**src/rtl/ddr_mode_pkg.sv**
```systemverilog
package ddr_mode_pkg;
  typedef enum logic [3:0] {
    CMD_NONE  = 4'd0,
    CMD_NOP   = 4'd1,
    CMD_ACT   = 4'd2,
    CMD_RD    = 4'd3,
    CMD_WR    = 4'd4,
    CMD_PRE   = 4'd5,
    CMD_REF   = 4'd6,
    CMD_MODE  = 4'd7,
    CMD_BST   = 4'd8,
    CMD_BLOCK = 4'd9
  } cmd_e;

  localparam int BL_LSB  = 0;
  localparam int BL_W    = 3;
  localparam int IL_BIT  = 3;
  localparam int CL_LSB  = 4;
  localparam int CL_W    = 3;
  localparam int TM_BIT  = 7;
  localparam int DR_BIT  = 8;
  localparam int DLL_BIT = 0;
  localparam int DS0_BIT = 1;
  localparam int DS1_BIT = 6;
endpackage

```
**src/rtl/ddr_cmd_classify.sv**
```systemverilog
module ddr_cmd_classify
  import ddr_mode_pkg::*;
(
  input  logic cke_i,
  input  logic cs_ni,
  input  logic ras_ni,
  input  logic cas_ni,
  input  logic we_ni,
  input  logic busy_i,
  output cmd_e cmd_o
);
  always_comb begin
    if (!cke_i || cs_ni) cmd_o = CMD_NONE;
    else if (busy_i)     cmd_o = CMD_BLOCK;
    else begin
      unique case ({ras_ni, cas_ni, we_ni})
        3'b111:  cmd_o = CMD_NOP;
        3'b011:  cmd_o = CMD_ACT;
        3'b101:  cmd_o = CMD_RD;
        3'b100:  cmd_o = CMD_WR;
        3'b010:  cmd_o = CMD_PRE;
        3'b001:  cmd_o = CMD_REF;
        3'b000:  cmd_o = CMD_MODE;
        default: cmd_o = CMD_BST;
      endcase
    end
  end
endmodule

```
**src/rtl/ddr_mode_check.sv**
```systemverilog
module ddr_mode_check
  import ddr_mode_pkg::*;
#(
  parameter int ADDR_W = 12,
  parameter int BANKS  = 4
) (
  input  cmd_e              cmd_i,
  input  logic [1:0]        ba_i,
  input  logic [ADDR_W-1:0] addr_i,
  input  logic [BANKS-1:0]  bank_open_i,
  output logic              wr_main_o,
  output logic              wr_ext_o,
  output logic              err_o
);
  // bits allowed to be nonzero in each register write
  localparam logic [ADDR_W-1:0] MAIN_KEEP = ADDR_W'(12'h17F);
  localparam logic [ADDR_W-1:0] EXT_KEEP  = ADDR_W'(12'h043);

  logic [BL_W-1:0] bl_code;
  logic [CL_W-1:0] cl_code;
  logic            is_mode, any_open, main_ok, ext_ok;

  assign bl_code  = addr_i[BL_LSB +: BL_W];
  assign cl_code  = addr_i[CL_LSB +: CL_W];
  assign is_mode  = (cmd_i == CMD_MODE);
  assign any_open = |bank_open_i;

  always_comb begin
    main_ok = !ba_i[1] && !ba_i[0] && !any_open
              && ((addr_i & ~MAIN_KEEP) == '0)
              && (bl_code inside {3'd1, 3'd2, 3'd3})
              && (cl_code inside {3'd3, 3'd4, 3'd5});
    ext_ok  = !ba_i[1] && ba_i[0] && !any_open
              && ((addr_i & ~EXT_KEEP) == '0);
  end

  assign wr_main_o = is_mode && main_ok;
  assign wr_ext_o  = is_mode && ext_ok;
  assign err_o     = is_mode && !main_ok && !ext_ok;
endmodule

```
**src/rtl/ddr_mode_regs.sv**
```systemverilog
module ddr_mode_regs
  import ddr_mode_pkg::*;
#(
  parameter int ADDR_W = 12
) (
  input  logic              clk_i,
  input  logic              rst_ni,
  input  logic              wr_main_i,
  input  logic              wr_ext_i,
  input  logic              err_i,
  input  logic [ADDR_W-1:0] addr_i,
  output logic [3:0]        burst_len_o,
  output logic              burst_il_o,
  output logic [2:0]        read_lat_o,
  output logic              dll_reset_o,
  output logic              dll_on_o,
  output logic [1:0]        drive_o,
  output logic              err_o,
  output logic              busy_o
);
  logic [BL_W-1:0] bl_q;
  logic [CL_W-1:0] cl_q;
  logic            il_q, dll_off_q, dllrst_q, err_q, busy_q;
  logic [1:0]      drv_q;

  always_ff @(posedge clk_i or negedge rst_ni) begin
    if (!rst_ni) begin
      bl_q      <= 3'd1;
      il_q      <= 1'b0;
      cl_q      <= 3'd3;
      dll_off_q <= 1'b0;
      drv_q     <= 2'b00;
      dllrst_q  <= 1'b0;
      err_q     <= 1'b0;
      busy_q    <= 1'b0;
    end else begin
      if (wr_main_i) begin
        bl_q <= addr_i[BL_LSB +: BL_W];
        il_q <= addr_i[IL_BIT];
        cl_q <= addr_i[CL_LSB +: CL_W];
      end
      if (wr_ext_i) begin
        dll_off_q <= addr_i[DLL_BIT];
        drv_q     <= {addr_i[DS1_BIT], addr_i[DS0_BIT]};
      end
      dllrst_q <= wr_main_i && addr_i[DR_BIT];
      err_q    <= err_i;
      busy_q   <= wr_main_i || wr_ext_i;
    end
  end

  // codes 1..3 map to 2,4,8; latency code equals latency
  assign burst_len_o = 4'(1) << bl_q;
  assign burst_il_o  = il_q;
  assign read_lat_o  = cl_q;
  assign dll_on_o    = !dll_off_q;
  assign drive_o     = drv_q;
  assign dll_reset_o = dllrst_q;
  assign err_o       = err_q;
  assign busy_o      = busy_q;

  p_err_keeps_regs_r6: assert property (@(posedge clk_i) disable iff (!rst_ni)
    err_q |-> ($stable(bl_q) && $stable(il_q) && $stable(cl_q)
               && $stable(dll_off_q) && $stable(drv_q)));
  p_err_no_busy_r6: assert property (@(posedge clk_i) disable iff (!rst_ni)
    err_q |-> !busy_q);
  p_dll_pulse_r8: assert property (@(posedge clk_i) disable iff (!rst_ni)
    dllrst_q |=> !dllrst_q);
  p_dll_with_busy_r8: assert property (@(posedge clk_i) disable iff (!rst_ni)
    dllrst_q |-> busy_q);
  p_busy_single_r9: assert property (@(posedge clk_i) disable iff (!rst_ni)
    busy_q |=> !busy_q);
  p_len_legal_r3: assert property (@(posedge clk_i) disable iff (!rst_ni)
    $countones(burst_len_o) == 1 && !burst_len_o[0]);
  p_lat_legal_r4: assert property (@(posedge clk_i) disable iff (!rst_ni)
    read_lat_o >= 3'd3 && read_lat_o <= 3'd5);
endmodule

```
**src/rtl/ddr_mode_decoder.sv**
```systemverilog
module ddr_mode_decoder
  import ddr_mode_pkg::*;
#(
  parameter int ADDR_W = 12,
  parameter int BANKS  = 4
) (
  input  logic              clk_i,
  input  logic              rst_ni,
  input  logic              cke_i,
  input  logic              cs_ni,
  input  logic              ras_ni,
  input  logic              cas_ni,
  input  logic              we_ni,
  input  logic [1:0]        ba_i,
  input  logic [ADDR_W-1:0] addr_i,
  input  logic [BANKS-1:0]  bank_open_i,
  output logic [3:0]        cmd_o,
  output logic [3:0]        burst_len_o,
  output logic              burst_il_o,
  output logic [2:0]        read_lat_o,
  output logic              dll_reset_o,
  output logic              dll_on_o,
  output logic [1:0]        drive_o,
  output logic              mode_err_o,
  output logic              busy_o
);
  cmd_e cmd_d, cmd_q;
  logic wr_main, wr_ext, err;

  ddr_cmd_classify u_cls (
    .cke_i  (cke_i),
    .cs_ni  (cs_ni),
    .ras_ni (ras_ni),
    .cas_ni (cas_ni),
    .we_ni  (we_ni),
    .busy_i (busy_o),
    .cmd_o  (cmd_d)
  );

  ddr_mode_check #(.ADDR_W(ADDR_W), .BANKS(BANKS)) u_chk (
    .cmd_i       (cmd_d),
    .ba_i        (ba_i),
    .addr_i      (addr_i),
    .bank_open_i (bank_open_i),
    .wr_main_o   (wr_main),
    .wr_ext_o    (wr_ext),
    .err_o       (err)
  );

  ddr_mode_regs #(.ADDR_W(ADDR_W)) u_regs (
    .clk_i       (clk_i),
    .rst_ni      (rst_ni),
    .wr_main_i   (wr_main),
    .wr_ext_i    (wr_ext),
    .err_i       (err),
    .addr_i      (addr_i),
    .burst_len_o (burst_len_o),
    .burst_il_o  (burst_il_o),
    .read_lat_o  (read_lat_o),
    .dll_reset_o (dll_reset_o),
    .dll_on_o    (dll_on_o),
    .drive_o     (drive_o),
    .err_o       (mode_err_o),
    .busy_o      (busy_o)
  );

  always_ff @(posedge clk_i or negedge rst_ni) begin
    if (!rst_ni) cmd_q <= CMD_NONE;
    else         cmd_q <= cmd_d;
  end
  assign cmd_o = cmd_q;

  p_err_is_mode_r6: assert property (@(posedge clk_i) disable iff (!rst_ni)
    mode_err_o |-> cmd_q == CMD_MODE);
  p_busy_blocks_r9: assert property (@(posedge clk_i) disable iff (!rst_ni)
    busy_o |=> (cmd_q != CMD_MODE && !mode_err_o && !busy_o));
  p_idle_quiet_r2: assert property (@(posedge clk_i) disable iff (!rst_ni)
    (cmd_q == CMD_NONE) |-> (!mode_err_o && !busy_o));
endmodule

```
**config.mk**
```make
export PLATFORM = sky130hd
export DESIGN_NAME = ddr_mode_decoder
export DESIGN_NICKNAME = d
export VERILOG_FILES = /design/src/rtl/ddr_mode_pkg.sv /design/src/rtl/ddr_cmd_classify.sv /design/src/rtl/ddr_mode_check.sv /design/src/rtl/ddr_mode_regs.sv /design/src/rtl/ddr_mode_decoder.sv
export SDC_FILE = /design/constraint.sdc
export NUM_CORES = 1
export LEC_CHECK = 0
export BUFFER_PORTS_ARGS = -buffer_cell sky130_fd_sc_hd__clkbuf_2
export CORE_MARGIN = 3
export CORE_UTILIZATION = 46
export CTS_CLUSTER_SIZE = 20
export DETAILED_ROUTE_END_ITERATION = 8
export PLACE_DENSITY = 0.92
export SLEW_MARGIN = 25
export SYNTH_ARGS = -nofsm -noshare
export SYNTH_HDL_FRONTEND = slang
export SYNTH_SLANG_ARGS = --single-unit
```
**constraint.sdc**
```tcl
create_clock -name clk_i -period 2.65 [get_ports clk_i]
set_input_delay 0.265 -clock clk_i [delete_from_list [all_inputs] [get_ports clk_i]]
set_output_delay 0.265 -clock clk_i [all_outputs]
set_load 0.01 [all_outputs]
```
Word-level counts from Yosys, hierarchy flattened
Cells that the tools add are included.
W data, S select, Z words.

word-level totals
  bits in registers = 17
  bits of input ports = 25
  output and inout bits = 18
  logic and storage cells = 54

operators by class
  equal/unequal tests = 13
  shift operators = 1
  multiplexer cells = 3
  reduce and logical (&&, ||, !) cells = 28

operators by type and width
  cell                   count
  $pmux W4 S7            1
  $logic_not A12 Y1      2
  $eq A3 B2 Y1 const B   5
  $eq A3 B3 Y1 const B   5
  $logic_and A1 B1 Y1    13
  $mux W4                2
  $logic_not A1 Y1       7
  $eq A3 B1 Y1 const B   2
  $reduce_bool A3 Y1     2
  $eq A4 B3 Y1 const B   1
  $reduce_or A4 Y1       1
  $shl A1 B3 Y4 const A  1
  $logic_not A3 Y1       1
  $logic_or A1 B1 Y1     2

Depth between registers and ports, before layout
  depth after elaboration = 9
  mapped depth = 4

By module
Synthesis repeated with hierarchy kept, for this count alone.

unflattened totals
  cells, all modules = 62
  area total of the unflattened synthesis = 820.8 µm²

modules (own cells, without submodules)
  module            times used  cells each  area an instance (µm²)
  ddr_mode_regs     1           31          525.5
  ddr_mode_check    1           16          117.6
  ddr_mode_decoder  1           4           100.1
  ddr_cmd_classify  1           11          77.6

Worst setup path after synthesis
No wires, ideal clock.

  kind = input -> register
  start = in ba_i[1]
  end = reg u_regs.bl_q[1]
  setup time = 0.125 ns
  arrival time = 1.462 ns
  data required time = 2.525 ns
  path slack = 1.063 ns
  stages on the path = 4
  path through = nor4_2 -> nand3_1 -> nor3_4 -> mux2_4

on the way
  cells in the longest elaborated chain, start to end = 7

ends and longest elaborated chain
  what                              line                    RTL
  start, declared                   ddr_mode_decoder.sv:14  input logic [1:0] ba_i,
  $logic_not A1 Y1                  ddr_mode_check.sv:29    main_ok = !ba_i[1] && !ba_i[0] && !any_open
  $logic_and A1 B1 Y1 (2 in a row)  ddr_mode_check.sv:29
  $logic_and A1 B1 Y1               ddr_mode_check.sv:30    && ((addr_i & ~MAIN_KEEP) == '0)
  $logic_and A1 B1 Y1               ddr_mode_check.sv:31    && (bl_code inside {3'd1, 3'd2, 3'd3})
  $logic_and A1 B1 Y1               ddr_mode_check.sv:32    && (cl_code inside {3'd3, 3'd4, 3'd5});
  $logic_and A1 B1 Y1               ddr_mode_check.sv:37    assign wr_main_o = is_mode && main_ok;
  end signal, assigned              ddr_mode_regs.sv:38     bl_q <= addr_i[BL_LSB +: BL_W];
  end, declared                     ddr_mode_regs.sv:21     logic [BL_W-1:0] bl_q;

Every way passes these cells.
A chain may end at the register's enable or synchronous reset.

Worst setup path in the final report
  start = reg u_regs.busy_q (netlist: u_regs.busy_o)
  end = reg u_regs.bl_q[1]

on the way
  cells in the longest elaborated chain, start to end = 4

ends and longest elaborated chain
  what                    line                    RTL
  start, declared         ddr_mode_regs.sv:23     logic il_q, dll_off_q, dllrst_q, err_q, busy_q;
  start signal, assigned  ddr_mode_regs.sv:48     busy_q <= wr_main_i || wr_ext_i;
  $mux W4                 ddr_cmd_classify.sv:14  else if (busy_i) cmd_o = CMD_BLOCK;
  $mux W4                 ddr_cmd_classify.sv:13  if (!cke_i || cs_ni) cmd_o = CMD_NONE;
  $eq A4 B3 Y1            ddr_mode_check.sv:25    assign is_mode = (cmd_i == CMD_MODE);
  $logic_and A1 B1 Y1     ddr_mode_check.sv:37

Every way passes these cells.

==> out/summary.txt <==
Outcome -> complete, no violations
Area share of the largest cell type after synthesis -> 43.3%
Pre-antenna DRT Iters -> 2
Most frequent cells in the layout -> clkbuf_2 (42), dfrtp_1 (14), nor2_1 (6), mux2_4 (6), nor3_1 (5)
Post-synthesis cell count -> 64
CP delay by family, top -> simple AND/OR/NAND/NOR gates
DIE HEIGHT -> 47.9 um
Diode count -> 0
Ports -> 43
Worst skew pair latency -> 0.29 ns
Final hold violations -> 0
Clock buffer depth -> 2
Layout cells sized above 1 -> 55.9%
First-pass GRT wire length -> 2450 um
Critical path type -> flip-flop to flip-flop
Largest net degree at the start of global routing -> 18
Static leakage -> 0.562 nW
RSZ-0062 raised after global routing -> no
Drt total wl -> 1670 um
Area Overhead vs Synth -> 33.0%
Die Area -> 2300 sq um
Achievable Freq -> 0.607 GHz
Clk slew on worst S/H paths -> 0.09 ns
Leading area contributor after synthesis -> dfrtp_1
Post-CTS Setup Bufs -> 0
Maxcap violations -> 0
Die width -> 47.9 um
Post-Syn Area per Cell -> 12.6 sq um
Clock H-tree levels -> 1
Drc violations -> 0
Pwr Density -> 415 nW/um^2
Max Clock Skew -> 0.00351 ns
CTS Buf Count -> 3
Fin crit share -> 62.2%
Post-synth cell types -> 24
GRT Total Usage -> 16.2%
Worst endpoint required time -> 2.83 ns
Critical Path End Type -> flip-flop
Yosys reg bits -> 17
Hold WC Path Type -> input pin to flip-flop
Synth warn -> 0
CP Buf/Inv Count -> 0
Vias in the first global route -> 598
Vias per std cell -> 5.20
DR WL/cell -> 13.1 um
Clock sink count -> 17
Clock root cell -> clkbuf_4
Mapped Nets -> 89
Post-synthesis sequential area ratio -> 53.1%
# setup viols final -> 0
RD Place Congestion -> 0.673
Initial Util -> 51.3%
CTS tree -> done
CP startpoint kind -> flip-flop
Most common cell after layout, fill and taps aside -> clkbuf_2
Synthesized cell area -> 808 sq um
Port Buf Inserts -> 42
Final net count -> 137
Fin crit period -> 1.65 ns
CORE AREA -> 1580 sq um
Overflow after GRT -> 0
Filler cells -> 121
Crit path max-delay cell type -> dfrtp_1
Drt initial violations -> 1
CP max FO -> 7
VDD IR max -> 0.223 mV
Data arrival, critical path -> 1.83 ns
WHS -> 0.198 ns
Slew HR -> 71.1%
Vias -> 660
DRT antenna net count -> 0
Ranking of synthesized cells by area -> dfrtp_1 (43%), mux2_4 (11%), dfstp_2 (9.8%)
# resized after CTS -> 0
FP Rows -> 14
TNS Setup -> 0 ns
Slew @ Worst Pin -> 0.432 ns
Sequence of cells on the critical path -> nor4_2, nand2b_1, nor3_4, mux2_4
Post-DP HPWL -> 1450 um
Slowest cell delay on critical path -> 0.44 ns
Initial antenna violation count -> 0
Slew Limit Fails -> 0
CTS Hold Bufs -> 1
-- Yosys cell counts (all sizes together) --
library cell and instances:
nand3b 1, dfstp 3, nand4 1, dfrtp 14
a31oi 1, a21oi 2, a211o 1, nand2b 3
nor2 6, inv 3, mux2 9, nor3 7
and3b 1, maj3 2, nor3b 2, nand2 1
xnor2 1, nand3 1, nor4 4, and2b 1
-- worst paths after layout --
check                      cells after the start  slack (ns)                 end               from
hold reg to reg                                1        0.51   u_regs.drive_o[1]  u_regs.drive_o[1]
setup reg to reg                               4        1.00      u_regs.bl_q[1]      u_regs.busy_o
hold / removal                                 3        0.20  u_regs.dll_reset_o          addr_i[8]
max in group asynchronous                      2        1.92      u_regs.bl_q[0]             rst_ni
min in group asynchronous                      2        0.42      u_regs.bl_q[1]             rst_ni
setup / recovery                               4        1.00      u_regs.bl_q[1]      u_regs.busy_o
-- metal layers --
| layer | share of wire [%] | vias to the layer above | track usage (%) |
|---|---|---|---|
| li1 | - | 323 | - |
| met1 | 39 | 306 | 18.4 |
| met2 | 52 | 26 | 25.9 |
| met3 | 6.3 | 5 | 4.51 |
| met4 | 2.6 | 0 | 11.3 |
| met5 | 0 | - | 0 |
-- flip-flops by register name, summed over array words and instances (netlist names) --
register and cells:
u_regs.drive_o 2, u_regs.read_lat_o 3, u_regs.busy_o 1, u_regs.dll_off_q 1
u_regs.err_o 1, u_regs.dll_reset_o 1, u_regs.burst_il_o 1, cmd_o 4
u_regs.bl_q 3
-- area by class of cell --
type | instances | area (sq um) | share of cell area, %
tap | 16 | 20.0 | 1.86
timing repair buffer | 43 | 220 | 20.5
inverter | 3 | 11.3 | 1.05
multi-input combinational | 44 | 368 | 34.2
clock buffer | 4 | 26.3 | 2.44
sequential | 17 | 429 | 39.9
-- worst reg2reg max path, delay by kind of cell (launching register included) --
kind          cells  cell delay [ns]
simple gates      3             0.77
mux               1             0.34
flops             1             0.44
-- kinds of logic after synthesis --
kind of cell             count (synthesis)  share of synthesized area, %
buffers and inverters                    3                          1.39
multiplexers                             9                          15.3
XOR/XNOR                                 1                          1.08
AND/OR/NAND/NOR                         28                          23.5
AO/OA/AOI/OAI                            4                          3.10
adder cells (fa/ha/maj)                  2                          2.48
flip-flops                              17                          53.1
-- through the flow --
step                      cell area, sq um  cells  power [mW]  util, %  worst slack [ns]
after floorplan                        808     64       0.284        -              1.06
after global placement                1040    122       0.315     65.9             0.883
after detailed placement              1040    122       0.317     65.9             0.851
after CTS                             1070    127       0.451     68.2             0.987
after global routing                  1070    127       0.464     68.2             0.855
final                                 1070    127       0.446     68.2              1.00
-- power breakdown --
part	total [mW]	switching, mW	leakage (nW)	internal [mW]
Sequential	0.263	0.000539	0.225	0.262
Clock	0.133	0.0744	0.0150	0.0587
Combinational	0.0501	0.0266	0.322	0.0235
Total	0.446	0.102	0.562	0.344
Note: power is estimated with default switching activity, not from simulation.
